[src/rtl/fll_pkg.sv]
// Shared types for the frequency-locked loop controller.
package fll_pkg;
    // Direction chosen for the tap code at a reference boundary.
    typedef enum logic [1:0] {
        STEP_HOLD = 2'd0,
        STEP_UP   = 2'd1,
        STEP_DOWN = 2'd2
    } step_e;
endpackage

[src/rtl/fll_edge_sync.sv]
// Brings an asynchronous slow clock into the local domain through a
// flop chain and flags its rising edge for one local cycle.
// Assumes the input stays high and low for at least two local cycles each.
module fll_edge_sync #(
    parameter int STAGES = 2
) (
    input  logic clk,
    input  logic rst_n,
    input  logic async_in,
    output logic rise
);
    logic [STAGES-1:0] chain;
    logic              last;

    // Synchroniser chain; stage 0 takes the asynchronous input.
    genvar g;
    generate
        for (g = 0; g < STAGES; g++) begin : g_stage
            if (g == 0) begin : g_first
                always_ff @(posedge clk) begin
                    if (!rst_n) chain[0] <= 1'b0;
                    else        chain[0] <= async_in;
                end
            end else begin : g_next
                always_ff @(posedge clk) begin
                    if (!rst_n) chain[g] <= 1'b0;
                    else        chain[g] <= chain[g-1];
                end
            end
        end
    endgenerate

    // Delayed copy of the synchronised level for edge detection.
    always_ff @(posedge clk) begin
        if (!rst_n) last <= 1'b0;
        else        last <= chain[STAGES-1];
    end

    assign rise = chain[STAGES-1] & ~last;
endmodule

[src/rtl/fll_period_counter.sv]
// Counts local cycles since the last restart, holding at the top value.
// On restart the current cycle counts as the first of the new period, so
// the value seen in the restart cycle equals the length of the period.
module fll_period_counter #(
    parameter int CNT_W = 10
) (
    input  logic             clk,
    input  logic             rst_n,
    input  logic             restart,
    output logic [CNT_W-1:0] count
);
    localparam logic [CNT_W-1:0] CNT_MAX = {CNT_W{1'b1}};

    // Saturating cycle count, restarted at each boundary.
    always_ff @(posedge clk) begin
        if (!rst_n)                count <= '0;
        else if (restart)          count <= CNT_W'(1);
        else if (count != CNT_MAX) count <= count + 1'b1;
    end
endmodule

[src/rtl/fll_tap_ctrl.sv]
// Compares each period's cycle count with N+1, steps the tap code one
// place toward the target, tracks lock, and holds the multiplier register
// with its deferred load. Assumes count is valid in the cycle of ref_rise.
module fll_tap_ctrl
    import fll_pkg::*;
#(
    parameter int TAP_W     = 5,
    parameter int N_W       = 8,
    parameter int CNT_W     = 10,
    parameter int LOCK_RUNS = 4,
    parameter int N_RESET   = 31
) (
    input  logic             clk,
    input  logic             rst_n,
    input  logic             ref_rise,
    input  logic             xtal_ok,
    input  logic [CNT_W-1:0] count,
    input  logic             n_wr_en,
    input  logic [N_W-1:0]   n_wr_data,
    output logic [TAP_W-1:0] tap_code,
    output logic             locked
);
    localparam int              CMP_W   = ((CNT_W > N_W) ? CNT_W : N_W) + 2;
    localparam int              RUN_W   = $clog2(LOCK_RUNS + 1);
    localparam logic [TAP_W-1:0] TAP_MAX = {TAP_W{1'b1}};

    logic             primed;
    logic [N_W-1:0]   n_cur;
    logic [N_W-1:0]   n_pend;
    logic             pend_valid;
    logic [RUN_W-1:0] run_len;
    logic [CMP_W-1:0] meas;
    logic [CMP_W-1:0] tgt;
    logic             near;
    logic             judge;
    step_e            step;

    // Decide the step direction and the lock window for this period.
    always_comb begin
        meas = CMP_W'(count);
        tgt  = CMP_W'(n_cur) + CMP_W'(1);
        if (meas > tgt)      step = STEP_DOWN;
        else if (meas < tgt) step = STEP_UP;
        else                 step = STEP_HOLD;
        near  = (meas + CMP_W'(1) >= tgt) && (meas <= tgt + CMP_W'(1));
        judge = ref_rise && primed;
    end

    // Mark that one boundary has been seen, so later counts are whole periods.
    always_ff @(posedge clk) begin
        if (!rst_n)        primed <= 1'b0;
        else if (ref_rise) primed <= 1'b1;
    end

    // Multiplier register: a write waits for the next boundary to load.
    always_ff @(posedge clk) begin
        if (!rst_n) begin
            n_cur      <= N_W'(N_RESET);
            n_pend     <= '0;
            pend_valid <= 1'b0;
        end else begin
            if (ref_rise && pend_valid) begin
                n_cur      <= n_pend;
                pend_valid <= 1'b0;
            end
            if (n_wr_en) begin
                n_pend     <= n_wr_data;
                pend_valid <= 1'b1;
            end
        end
    end

    // Tap code: one saturating step per qualified boundary.
    always_ff @(posedge clk) begin
        if (!rst_n) begin
            tap_code <= '0;
        end else if (judge && xtal_ok) begin
            case (step)
                STEP_UP:   if (tap_code != TAP_MAX) tap_code <= tap_code + 1'b1;
                STEP_DOWN: if (tap_code != '0)      tap_code <= tap_code - 1'b1;
                default:   tap_code <= tap_code;
            endcase
        end
    end

    // Lock run length: counts consecutive in-window boundaries.
    always_ff @(posedge clk) begin
        if (!rst_n)                           run_len <= '0;
        else if (n_wr_en)                     run_len <= '0;
        else if (judge && !(xtal_ok && near)) run_len <= '0;
        else if (judge && run_len != RUN_W'(LOCK_RUNS))
            run_len <= run_len + 1'b1;
    end

    assign locked = (run_len == RUN_W'(LOCK_RUNS));
endmodule

[src/rtl/fll_ctrl.sv]
// Top of the frequency-locked loop controller. Runs on the oscillator
// clock, synchronises the reference, measures each reference period and
// drives the tap code. Assumes the reference is much slower than dco_clk.
module fll_ctrl #(
    parameter int TAP_W     = 5,
    parameter int N_W       = 8,
    parameter int CNT_W     = 10,
    parameter int SYNC_LEN  = 2,
    parameter int LOCK_RUNS = 4,
    parameter int N_RESET   = 31
) (
    input  logic             dco_clk,
    input  logic             rst_n,
    input  logic             ref_clk,
    input  logic             xtal_ok,
    input  logic             n_wr_en,
    input  logic [N_W-1:0]   n_wr_data,
    output logic [TAP_W-1:0] tap_code,
    output logic             locked
);
    logic             ref_rise;
    logic [CNT_W-1:0] count;

    fll_edge_sync #(.STAGES(SYNC_LEN)) u_sync (
        .clk      (dco_clk),
        .rst_n    (rst_n),
        .async_in (ref_clk),
        .rise     (ref_rise)
    );

    fll_period_counter #(.CNT_W(CNT_W)) u_count (
        .clk     (dco_clk),
        .rst_n   (rst_n),
        .restart (ref_rise),
        .count   (count)
    );

    fll_tap_ctrl #(
        .TAP_W     (TAP_W),
        .N_W       (N_W),
        .CNT_W     (CNT_W),
        .LOCK_RUNS (LOCK_RUNS),
        .N_RESET   (N_RESET)
    ) u_tap (
        .clk       (dco_clk),
        .rst_n     (rst_n),
        .ref_rise  (ref_rise),
        .xtal_ok   (xtal_ok),
        .count     (count),
        .n_wr_en   (n_wr_en),
        .n_wr_data (n_wr_data),
        .tap_code  (tap_code),
        .locked    (locked)
    );
endmodule

[config.mk]
export PLATFORM = sky130hd
export DESIGN_NAME = fll_ctrl
export DESIGN_NICKNAME = d
export VERILOG_FILES = /design/src/rtl/fll_pkg.sv /design/src/rtl/fll_edge_sync.sv /design/src/rtl/fll_period_counter.sv /design/src/rtl/fll_tap_ctrl.sv /design/src/rtl/fll_ctrl.sv
export SDC_FILE = /design/constraint.sdc
export NUM_CORES = 1
export LEC_CHECK = 0
export BUFFER_PORTS_ARGS = -buffer_cell sky130_fd_sc_hd__buf_2
export CAP_MARGIN = 40
export CORE_ASPECT_RATIO = 0.5
export CORE_MARGIN = 5
export CORE_UTILIZATION = 45
export DETAILED_ROUTE_END_ITERATION = 16
export GPL_TIMING_DRIVEN = 1
export SYNTH_ARGS = -nofsm -noshare
export SYNTH_HDL_FRONTEND = slang
export SYNTH_HIERARCHICAL = 1
export SYNTH_SLANG_ARGS = --single-unit
[constraint.sdc]
create_clock -name dco_clk -period 4.5 [get_ports dco_clk]
set_input_delay 0 -clock dco_clk [delete_from_list [all_inputs] [get_ports dco_clk]]
set_output_delay 0 -clock dco_clk [all_outputs]
set_load 0.03 [all_outputs]
# Word level (Yosys, flattened, before mapping)
# Index checks and enable logic that the tools add are counted.
[word_totals]
regBits = 39
[classes]
n_reduce_logical = 15
n_mux = 9
order_cmp = 4
eq_ne = 8
n_bitwise = 3
addsub = 7
[op_table]
columns = ["cell", "count"]
rows = [
  ["12-bit by 1-bit adder with 12-bit output, second input constant", 1],
  ["12-bit >= comparator", 1],
  ["10-bit by 12-bit <= comparator with 1-bit output", 1],
  ["10-bit by 1-bit adder with 11-bit output, second input constant", 1],
  ["10-bit by 1-bit adder with 10-bit output, second input constant", 1],
  ["10-bit by 9-bit > comparator with 1-bit output", 1],
  ["10-bit by 9-bit < comparator with 1-bit output", 1],
  ["5-bit 2-to-1 mux", 2],
  ["10-bit != test, second input constant", 1],
  ["5-bit one-hot mux with 2 select lines", 1],
  ["8-bit by 1-bit adder with 9-bit output, second input constant", 1],
  ["1-bit logical AND", 7],
  ["2-bit nonzero test", 3],
  ["5-bit by 1-bit adder with 5-bit output, second input constant", 1],
  ["1-bit 2-to-1 mux", 5],
  ["5-bit != test, second input constant", 1],
  ["5-bit nonzero test", 1],
  ["5-bit by 1-bit subtractor with 5-bit output, second input constant", 1],
  ["2-bit by 1-bit != test with 1-bit output, second input constant", 2],
  ["4-bit AND reduction", 1],
  ["3-bit by 1-bit adder with 3-bit output, second input constant", 1],
  ["3-bit == test, second input constant", 1],
  ["3-bit != test, second input constant", 1],
  ["3-bit OR reduction", 1],
  ["other kinds (7)", 8],
]

# Logic depth before layout (Yosys ltp)
# Gate-level depths: netlist of the first run.
[logic_depth]
ltp_word = 8
depth_mapped = 18
mapped_depth_nobuf = 17

# By module
# The synthesis of the first run kept the hierarchy.
[modules_own_cells]
columns = ["module", "area_each_um2", "instances", "cells_per_inst", "seq_area_each_um2"]
rows = [
  ["fll_tap_ctrl", 2255.9, 1, 262, 520.5],
  ["fll_period_counter", 531.8, 1, 64, 200.2],
  ["fll_edge_sync", 92.6, 1, 7, 60.1],
]

# Least setup slack after synthesis of the first run
# No wires, ideal clock.
[synth_timing]
kind = "register to register"
startpoint = "reg u_tap.n_cur[0]"
endpoint = "reg u_tap.tap_code[4]"
required_ns = 4.428
n_path_buf = 1
slack_ns = 1.003
arrival_time_ns = 3.425
stages_incl_launch_ff = 18
path_cell_list = "dfxtp_1 -> clkbuf_1 -> inv_1 -> ha_1 -> ha_1 -> nor2b_1 -> o211ai_1 -> a2111oi_2 -> a211oi_2 -> or2_2 -> inv_1 -> ha_1 -> nor2b_1 -> o21ai_0 -> nand2b_1 -> nand2b_1 -> mux2i_1 -> mux2i_1"
[synth_between]
elab_chain_cells = 7
word_cells_on_any_way = 12
cone_classes = "1 x add/sub; 2 x order compare; 4 x eq/ne; 3 x mux; 2 x reduce/logical"
[synth_rtl]
columns = ["element", "line_no", "source"]
rows = [
  ["from (decl)", "fll_tap_ctrl.sv:28", "logic [N_W-1:0] n_cur;"],
  ["from (signal assigned)", "fll_tap_ctrl.sv:58", "n_cur <= N_W'(N_RESET);"],
  ["from (signal assigned)", "fll_tap_ctrl.sv:63", "n_cur <= n_pend;"],
  ["8-bit by 1-bit adder with 9-bit output (*)", "fll_tap_ctrl.sv:41", "tgt = CMP_W'(n_cur) + CMP_W'(1);"],
  ["10-bit by 9-bit < comparator with 1-bit output", "fll_tap_ctrl.sv:43", "else if (meas < tgt) step = STEP_UP;"],
  ["1-bit 2-to-1 mux", "fll_tap_ctrl.sv:43", ""],
  ["2-bit 2-to-1 mux (*)", "fll_tap_ctrl.sv:42", "if (meas > tgt) step = STEP_DOWN;"],
  ["2-bit == test or 2-bit by 1-bit == test with 1-bit output (tied branches)", "fll_tap_ctrl.sv:78", "case (step)"],
  ["2-bit by 1-bit != test with 1-bit output (no source line) or 2-bit nonzero test (tied branches)", "-", ""],
  ["4-bit AND reduction (no source line)", "-", ""],
  ["to (signal assigned)", "fll_tap_ctrl.sv:79", "STEP_UP: if (tap_code != TAP_MAX) tap_code <= tap_code + 1'b1;"],
  ["to (signal assigned)", "fll_tap_ctrl.sv:80", "STEP_DOWN: if (tap_code != '0) tap_code <= tap_code - 1'b1;"],
  ["to (signal assigned)", "fll_tap_ctrl.sv:81", "default: tap_code <= tap_code;"],
  ["to (decl)", "fll_tap_ctrl.sv:20", "output logic [TAP_W-1:0] tap_code,"],
]
# Every way passes the cells marked *; elsewhere a longest branch is shown, timed or not.
# A chain may end at the register's enable or synchronous reset.

# Final worst setup path of the first run
[layout_timing]
startpoint = "reg u_tap.n_cur[3]"
endpoint = "reg u_tap.tap_code[4]"
# The elaborated chain is that of the path after synthesis.

==> results of run 1 <==
report_power, final:
| part | total [W] | switching, W | internal [W] |
|---|---|---|---|
| clock network | 0.000367 | 0.000146 | 0.000221 |
| registers | 0.000369 | 0.0000132 | 0.000356 |
| logic | 0.000130 | 0.0000690 | 0.0000606 |
| total | 0.000865 | 0.000228 | 0.000638 |
cells in the mapped netlist, types with 4 or more instances:
library cell	number	area, sq um
nand2b_1	10	62.6
nand2_1	40	150
inv_1	12	45.0
dfxtp_1	39	781
mux2i_1	18	180
ha_1	37	463
and3_1	4	25.0
xnor2_1	13	114
nand3_1	16	80.1
nand4_1	8	50.1
nor2b_1	12	75.1
a21boi_0	4	30.0
a31oi_1	4	25.0
nor3_1	6	30.0
clkbuf_1	6	22.5
and2_1	6	37.5
xor2_1	10	87.6
o21ai_0	8	40.0
o21a_1	4	30.0
nor4_1	4	25.0
nor2_1	11	41.3
a21oi_1	12	60.1
cell type report:
type                    count  area (sq um)
clock buffers               6           139
clock inverters             2          16.3
fillers                   583          2850
inverters                  13          48.8
multi-input cells         271          2010
flip-flops and latches     39           781
well taps                  88           110
repair buffers             27           180
timing repair:
item / CTS / global route
hold buffers: 9 / 0
endpoints found under the hold margin: 9 / 0
resized for setup: 0 / 0
setup endpoints to repair: 0 / 0
worst max-delay path, stage by stage, from the launching register on:
cell and delay, ps:
dfxtp_1 470, and3_4 250, and3_2 180, nand3_1 90
xor2_1 380, ha_1 210, nand2_1 90, a2111oi_2 400
a211oi_2 130, or2_2 340, inv_1 110, ha_1 270
nor2b_1 140, o21ai_0 130, nand2b_1 90, nand2b_1 150
mux2i_1 170, mux2i_1 200
flip-flops by register name (all words and copies together), names as in the netlist:
signal	cells
u_tap/primed	1
u_tap/pend_valid	1
u_count/count	10
u_sync/last	1
u_tap/n_pend	8
u_sync/chain	2
u_tap/tap_code	5
u_tap/run_len	3
u_tap/n_cur	8
per-layer routing:
metal / GRT usage (%) / vias to the layer above / part of all wire, %
li1: - / 1252 / -
met1: 23.3 / 1133 / 50
met2: 29.6 / 41 / 45
met3: 3.90 / 4 / 4.2
met4: 4.14 / 0 / 0.84
met5: 0 / - / 0
layout by cell type, fill, tap and decap left out, drive strengths merged, types with 3 or more instances in the layout:
cell and n:
nor4 4, dfxtp 39, inv 13, nand2 40, clkbuf 6, a211oi 4
or4 4, o211ai 3, and2 6, a21boi 4, nand4 8, nor2b 13
nor3b 3, and3 6, xor2 10, nor2 11, and4 3, dlygate4sd3 9
buf 18, o21a 4, o21ai 8, nand3 18, xnor2 14, a31oi 4
ha 37, nand2b 10, mux2i 18, a21oi 12, nor3 6
worst paths after layout:
path / startpoint / to / slack (ps) / cells after the start
worst max-delay path: u_tap/n_cur[3] / u_tap/tap_code[4] / 640 / 17
worst min-delay path: rst_n / u_tap/n_cur[1] / 170 / 2
worst max register to register: u_tap/n_cur[3] / u_tap/tap_code[4] / 640 / 17
worst min register to register: u_sync/chain[0] / u_sync/chain[1] / 440 / 1
cell families after synthesis:
logic type      count (synthesis)
buf+inv                        23
fa+ha+maj                      38
other cells                     1
mux                            18
simple gates                  137
flops                          39
xor+xnor                       24
compound gates                 53
stage by stage:
stage,hold slack [ps],setup slack (ps),instance area (sq um)
after floorplan,122,1000,2880
after global placement,205,848,3040
after detailed placement,221,665,3040
after CTS,161,636,3280
after global routing,184,320,3280
final,173,640,3280
==> flow_metrics.env, run 1 <==
export IMPL_status="finished clean"
export IMPL_hpwl_mm=4.86
export IMPL_overflow=0
export IMPL_synth_cell_type_count=56
export IMPL_track_usage_pct=17.7
export IMPL_synth_top_family_by_area="simple AND/OR/NAND/NOR gates"
export IMPL_vias=2430
export IMPL_drv_slew=0
export IMPL_cp_data_arrival_time_ps=4070
export IMPL_dieArea_sq_mm=0.00820
export IMPL_synth_compound_area_share_pct=12.8
export IMPL_synthArstFlopShare_pct=0
export IMPL_slew_headroom_pct=61.0
export IMPL_critPathMaxFanout=7
export IMPL_antenna_cells=0
export IMPL_drive_above_1_share_pct=11.7
export IMPL_syn_area_per_cell_sq_um=8.65
export IMPL_drt_initial_drc_count=198
export IMPL_firstDrtPassIters=5
export IMPL_tightest_slew_ps=569
export IMPL_start_util_pct=47.0
export IMPL_io_buffers=18
export IMPL_path_clk_slew_ps=60
export IMPL_cts_htree_levels=2
export IMPL_ir_worst_vdd_uv=192
export IMPL_finalWeightedCongestion=0.904
export IMPL_syn_nets=384
export IMPL_clock_skew_ps=10.1
export IMPL_required_ps=4710
export IMPL_synthesis_area_sq_mm=0.00288
export IMPL_fin_cells=446
export IMPL_period_share_pct=85.8
export IMPL_synth_adder_area_share_pct=16.8
export IMPL_cts_tree="yes"
export IMPL_synthesis_instances=333
export IMPL_syn_to_final_growth_pct=13.9
export IMPL_io_pins=19
export IMPL_critPathCaptureType="register"
export IMPL_synthSimpleGateAreaFrac_pct=26.2
export IMPL_root_buffer="clkbuf_16"
export IMPL_hold_class="input pin to register"
export IMPL_coreArea_sq_mm=0.00613
export IMPL_p_leak_nw=1.45
export IMPL_finalPower_w=0.000865
export IMPL_place_inst=429
export IMPL_routedWlPerCell_microns=14.7
export IMPL_synth_edf_count=0
export IMPL_rows=20
export IMPL_drv_cap=0
export IMPL_grt_first_pass_wirelength_mm=11.5
export IMPL_ys_flop_type="dfxtp_1"
export IMPL_yosysSeqAreaShare_pct=27.1
export IMPL_cts_setup_buffers=0
export IMPL_clkLatencyLatePin_ps=280
export IMPL_hold_viol=0
export IMPL_synth_xor_area_share_pct=7.56
export IMPL_ys_warn_count=6
export IMPL_cts_buffers=5
export IMPL_grt_pass1_vias=2461
export IMPL_via_per_inst=5.45
export IMPL_antenna_found_initial=0
export IMPL_power_density_mw_per_mm2=264
export IMPL_drcViolationCount=0
export IMPL_chipWidth_microns=123
export IMPL_max_freq_ghz=0.259
export IMPL_ant_nets=0
export IMPL_fp_dieH_microns=66.6
export IMPL_clockBufferDepth=2
export IMPL_cts_sinks=39
export IMPL_nets=408
export IMPL_post_route_util_pct=53.5
export IMPL_cp_start_kind="register"
export IMPL_synthMuxAreaShare_pct=6.26
export IMPL_setup_tns_final_ps=0
export IMPL_wirelength_mm=6.54
export IMPL_grt_start_max_net_pins=36
export IMPL_period_needed_ps=3860
export IMPL_rsz0062_at_grt="false"
export IMPL_crit_type="register to register"
export IMPL_setup_violations=0
export IMPL_yosys_register_bits=39
Power figures use the tool's default switching activity.
==> inputs of run 2 (changes only) <==
- clock period: 4.5 -> 4.72 ns (I/O delays scaled with it)
==> flow_metrics.env, run 2 (same netlist as run 1, synthesis figures left out) <==
export IMPL_track_usage_pct=17.7
export IMPL_io_pins=19
export IMPL_chipWidth_microns=123
export IMPL_reg2reg_slack_ps=860
export IMPL_status="finished clean"
export IMPL_tightest_slew_ps=569
export IMPL_p_leak_nw=1.45
export IMPL_rows=20
export IMPL_vias=2434
export IMPL_critPathCaptureType="register"
export IMPL_top_register="u_count/count"
export IMPL_cp_data_arrival_time_ps=4070
export IMPL_setup_tns_final_ps=0
export IMPL_drv_slew=0
export IMPL_cts_resized_gates=0
export IMPL_setup_violations=0
export IMPL_fp_dieH_microns=66.6
export IMPL_power_density_mw_per_mm2=251
export IMPL_final_cell_mix="40 x nand2_1, 39 x dfxtp_1, 37 x ha_1"
export IMPL_nets=408
export IMPL_cts_sinks=39
export IMPL_grt_start_max_net_pins=36
export IMPL_cts_setup_buffers=0
export IMPL_largest_reg_flops=10
export IMPL_routedWlPerCell_microns=14.7
export IMPL_drv_cap=0
export IMPL_clkLatencyLatePin_ps=280
export IMPL_timing_rr_start="u_tap/n_cur[3]"
export IMPL_reg2reg_depth=17
export IMPL_min_delay_start="rst_n"
export IMPL_hpwl_mm=4.86
export IMPL_grt_first_pass_wirelength_mm=11.5
export IMPL_finalWeightedCongestion=0.904
export IMPL_firstDrtPassIters=5
export IMPL_cts_htree_levels=2
export IMPL_critPathMaxFanout=7
export IMPL_hold_class="input pin to register"
export IMPL_ir_worst_vdd_uv=183
export IMPL_period_share_pct=81.8
export IMPL_fin_cells=446
export IMPL_crit_type="register to register"
export IMPL_rr_endpoint="u_tap/tap_code[4]"
export IMPL_slew_headroom_pct=61.0
export IMPL_via_per_inst=5.46
export IMPL_ant_nets=0
export IMPL_max_freq_ghz=0.259
export IMPL_dieArea_sq_mm=0.00820
export IMPL_worst_slack_ps=860
export IMPL_grt_pass1_vias=2461
export IMPL_root_buffer="clkbuf_16"
export IMPL_hold_viol=0
export IMPL_period_needed_ps=3860
export IMPL_cp_start_kind="register"
export IMPL_io_buffers=18
export IMPL_place_inst=429
export IMPL_place_area_sq_mm=0.00304
export IMPL_coreArea_sq_mm=0.00613
export IMPL_clockBufferDepth=2
export IMPL_place_worst_setup_slack_ps=885
export IMPL_drt_initial_drc_count=205
export IMPL_syn_to_final_growth_pct=13.9
export IMPL_wirelength_mm=6.54
export IMPL_finalPower_w=0.000825
export IMPL_min_delay_worst_endpoint="u_tap/n_cur[1]"
export IMPL_cts_tree="yes"
export IMPL_rsz0062_at_grt="false"
export IMPL_overflow=0
export IMPL_final_common_cell="nand2_1"
export IMPL_cts_buffers=5
export IMPL_min_path_cells=2
export IMPL_path_clk_slew_ps=60
export IMPL_drcViolationCount=0
export IMPL_start_util_pct=47.0
export IMPL_reg_top3="u_count/count (10), u_tap/n_cur (8), u_tap/n_pend (8)"
export IMPL_antenna_cells=0
export IMPL_antenna_found_initial=0
export IMPL_final_area_sq_mm=0.00328
export IMPL_clock_skew_ps=10.5
export IMPL_required_ps=4930
export IMPL_drive_above_1_share_pct=11.7
## run 2: metal layers
metal	vias up	wire length (microns)	global-route usage [%]	share of wire, %
li1	1252	-	-	-
met1	1139	3290	23.3	50
met2	39	2930	29.6	45
met3	4	262	3.90	4.0
met4	0	55	4.14	0.84
met5	-	0	0	0
## run 2: where the power goes
group	leakage (nW)	internal (W)	switching, W
logic	1.06	0.0000578	0.0000658
clock network	0.0731	0.000211	0.000138
registers	0.318	0.000339	0.0000126
## run 2: cell type report
type | instances | area [sq um]
Fill cell | 582 | 2850
Multi-Input combinational cell | 271 | 2010
Sequential cell | 39 | 781
Timing Repair Buffer | 27 | 180
Clock buffer | 6 | 139
Tap cell | 88 | 110
Inverter | 13 | 48.8
Clock inverter | 2 | 16.3
## run 2: worst max-delay path by stage
| stage | startpoint | to | slack (ps) | cells past startpoint |
|---|---|---|---|---|
| after floorplan | u_tap/n_cur[0] | u_tap/tap_code[4] | 1220 | 17 |
| after global placement | u_tap/n_cur[3] | u_tap/tap_code[4] | 1070 | 17 |
| after detailed placement | u_tap/n_cur[3] | u_tap/tap_code[4] | 880 | 16 |
| after CTS | u_tap/n_cur[3] | u_tap/tap_code[4] | 860 | 17 |
| after global routing | u_tap/n_cur[3] | u_tap/tap_code[4] | 540 | 17 |
| final | u_tap/n_cur[3] | u_tap/tap_code[4] | 860 | 17 |
## run 2: through the flow
step | hold WS, ps | util (%)
3_5_place_dp | 221 | 49.5
4_1_cts | 161 | 53.5
3_3_place_gp | 205 | 49.5
5_1_grt | 184 | 53.5
2_1_floorplan | 122 | -
6_report | 173 | 53.5
## run 2: worst max-delay path, stage by stage (launching register included)
cell       delay (ps)
dfxtp_1           470
and3_4            250
and3_2            180
nand3_1            90
xor2_1            380
ha_1              210
nand2_1            90
a2111oi_2         400
a211oi_2          130
or2_2             340
inv_1             110
ha_1              270
nor2b_1           140
o21ai_0           130
nand2b_1           90
nand2b_1          150
mux2i_1           170
mux2i_1           200
## run 2: repair_timing
action / 4_1_cts / 5_1_grt
setup endpoints to repair: 0 / 0
endpoints found under the hold margin: 9 / 0
hold buffers: 9 / 0
==> inputs of run 3 (changes only) <==
- ABC_AREA: unset -> 1
- clock period: 4.72 -> 3.8 ns (I/O delays scaled with it)
==> flow_metrics.env, run 3 <==
export IMPL_status="finished clean"
export IMPL_cts_sinks=39
export IMPL_antenna_cells=0
export IMPL_overflow=0
export IMPL_p_leak_nw=1.74
export IMPL_reg_top3="u_count/count (10), u_tap/n_cur (8), u_tap/n_pend (8)"
export IMPL_largest_reg_flops=10
export IMPL_cts_setup_buffers=0
export IMPL_cp_data_arrival_time_ps=3590
export IMPL_clockBufferDepth=2
export IMPL_top_register="u_count/count"
export IMPL_period_needed_ps=3400
export IMPL_fp_dieH_microns=66.6
export IMPL_root_buffer="clkbuf_16"
export IMPL_synth_cell_type_count=32
export IMPL_power_density_mw_per_mm2=326
export IMPL_routedWlPerCell_microns=12.3
export IMPL_hold_class="input pin to register"
export IMPL_drv_cap=0
export IMPL_io_buffers=18
export IMPL_synthTopCellsByArea="dfxtp_1 27%, ha_1 16%, nand2_1 12%"
export IMPL_synth_top_area_cell="dfxtp_1"
export IMPL_chipWidth_microns=123
export IMPL_max_freq_ghz=0.294
export IMPL_path_cells="ha_1, nand3_2, nor3_2, nand3_1, ha_1, inv_1, nor2_1, nand2_1, nor2_1, nand2_1, nand3_1, nand2_1, inv_1, ha_1, a21o_1, a31oi_1, inv_1, nand3_1, nand2_1, nor2_1, nand2_1, nand2_1, nor2_1"
export IMPL_yosys_register_bits=39
export IMPL_io_pins=19
export IMPL_syn_nets=463
export IMPL_vias=2660
export IMPL_finalWeightedCongestion=0.783
export IMPL_critPathCaptureType="register"
export IMPL_rsz0062_at_grt="false"
export IMPL_ys_flop_type="dfxtp_1"
export IMPL_ir_worst_vdd_uv=188
export IMPL_period_share_pct=89.6
export IMPL_synthesis_area_sq_mm=0.00289
export IMPL_critPathMaxFanout=4
export IMPL_cts_tree="yes"
export IMPL_drv_slew=0
export IMPL_place_worst_setup_slack_ps=325
export IMPL_ys_warn_count=6
export IMPL_crit_type="register to register"
export IMPL_clkLatencyLatePin_ps=290
export IMPL_cpPeakStageDelay_ps=380
export IMPL_grt_pass1_vias=2576
export IMPL_clock_skew_ps=6.92
export IMPL_cts_htree_levels=2
export IMPL_syn_to_final_growth_pct=16.2
export IMPL_cts_buffers=5
export IMPL_drcViolationCount=0
export IMPL_cp_start_kind="register"
export IMPL_yosysMostFrequentCell="nand2_1"
export IMPL_synth_edf_count=0
export IMPL_synth_top_cell_area_share_pct=27.0
export IMPL_cp_slowest_cell="dfxtp_1"
export IMPL_required_ps=3980
export IMPL_wirelength_mm=6.56
export IMPL_via_per_inst=4.99
export IMPL_final_cell_mix="90 x nand2_1, 57 x nor2_1, 55 x inv_1"
export IMPL_yosys_top_cells_count="90 x nand2_1, 57 x nor2_1, 55 x inv_1"
export IMPL_final_common_cell="nand2_1"
export IMPL_rows=20
export IMPL_hold_worst_slack_ps=97.3
export IMPL_syn_area_per_cell_sq_um=7.01
export IMPL_hold_viol=0
export IMPL_hpwl_mm=5.08
export IMPL_synthesis_instances=412
export IMPL_antenna_found_initial=0
export IMPL_grt_first_pass_wirelength_mm=11.6
export IMPL_setup_violations=0
export IMPL_synthArstFlopShare_pct=0
export IMPL_nets=495
export IMPL_grt_start_max_net_pins=26
export IMPL_drt_initial_drc_count=133
export IMPL_coreArea_sq_mm=0.00616
export IMPL_crit_top_cell="nand2_1"
export IMPL_setup_tns_final_ps=0
export IMPL_firstDrtPassIters=4
export IMPL_yosysSeqAreaShare_pct=27.0
export IMPL_path_clk_slew_ps=60
export IMPL_dieArea_sq_mm=0.00821
export IMPL_ant_nets=0
export IMPL_worst_slack_ps=395
export IMPL_finalPower_w=0.00109
export IMPL_track_usage_pct=17.9
export IMPL_drive_above_1_share_pct=11.5
export IMPL_start_util_pct=46.9
==> run 3: changes by cell type after synthesis, sizes merged, moves of 5 or more <==
| cell | delta |
|---|---|
| a21oi | +9 |
| and2 | -6 |
| and3 | -6 |
| inv | +45 |
| mux2i | -18 |
| nand2 | +53 |
| nand2b | -10 |
| nand3 | +6 |
| nor2 | +51 |
| nor2b | -13 |
| o21ai | +17 |
| xnor2 | -5 |
==> run 3: critical path: cells and delay by family (launching register included) <==
kind	cells	cell delay, ps
and+or+nand+nor	15	1520
buffers and inverters	3	210
adders and majority gates	3	820
AOI/OAI and AO/OA	2	350
DFF	1	380
==> run 3: logic make-up (layout without fill, tap and decap cells) <==
group	after synthesis	count (layout)	synth area share (%)
adders and majority gates	38	38	16.7
other	1	1	0.130
and+or+nand+nor	192	192	29.7
xor gates and xnor gates	23	23	7.76
buffers and inverters	63	96	8.19
AOI/OAI and AO/OA	56	56	10.4
DFF	39	39	27.0
==> run 3: power by group <==
group	internal, W	switching (W)
sequential	0.000423	0.0000142
combinational	0.0000656	0.000102
clock	0.000312	0.000176
total	0.000800	0.000292
==> run 3: what timing repair did <==
action / CTS / global route
resized for setup: 0 / 2
endpoints found under the hold margin: 9 / 0
hold buffers: 9 / 0
setup endpoints to repair: 0 / 1
==> run 3: per-stage QoR <==
step           area (sq um)  instances  util, %
2_1_floorplan          2890        412        -
3_3_place_gp           3080        516     50.1
3_5_place_dp           3080        516     50.1
4_1_cts                3340        533     54.3
5_1_grt                3350        533     54.5
6_report               3350        533     54.5
==> run 3: cell type report <==
type                            instances  area (sq um)
Clock buffer                            5           125
Clock inverter                          3          46.3
Fill cell                             616          2800
Inverter                               60           225
Multi-Input combinational cell        310          1880
Sequential cell                        39           782
Tap cell                               88           110
Timing Repair Buffer                   28           188
==> run 3: routing by layer <==
layer	up-vias	global-route usage, %	part of all wire (%)
met5	-	0	0
met1	1220	23.5	51
met3	7	4.92	5.1
li1	1386	-	-
met4	0	4.14	0.96
met2	47	29.2	43
==> run 3: final timing paths <==
path / startpoint / to / slack (ps) / depth (start not counted)
min reg2reg: u_sync/chain[0] / u_sync/chain[1] / 420 / 2
max reg2reg: u_tap/n_cur[1] / u_tap/tap_code[4] / 400 / 23
min: n_wr_en / u_tap/n_pend[4] / 100 / 3
max: u_tap/n_cur[1] / u_tap/tap_code[4] / 400 / 23
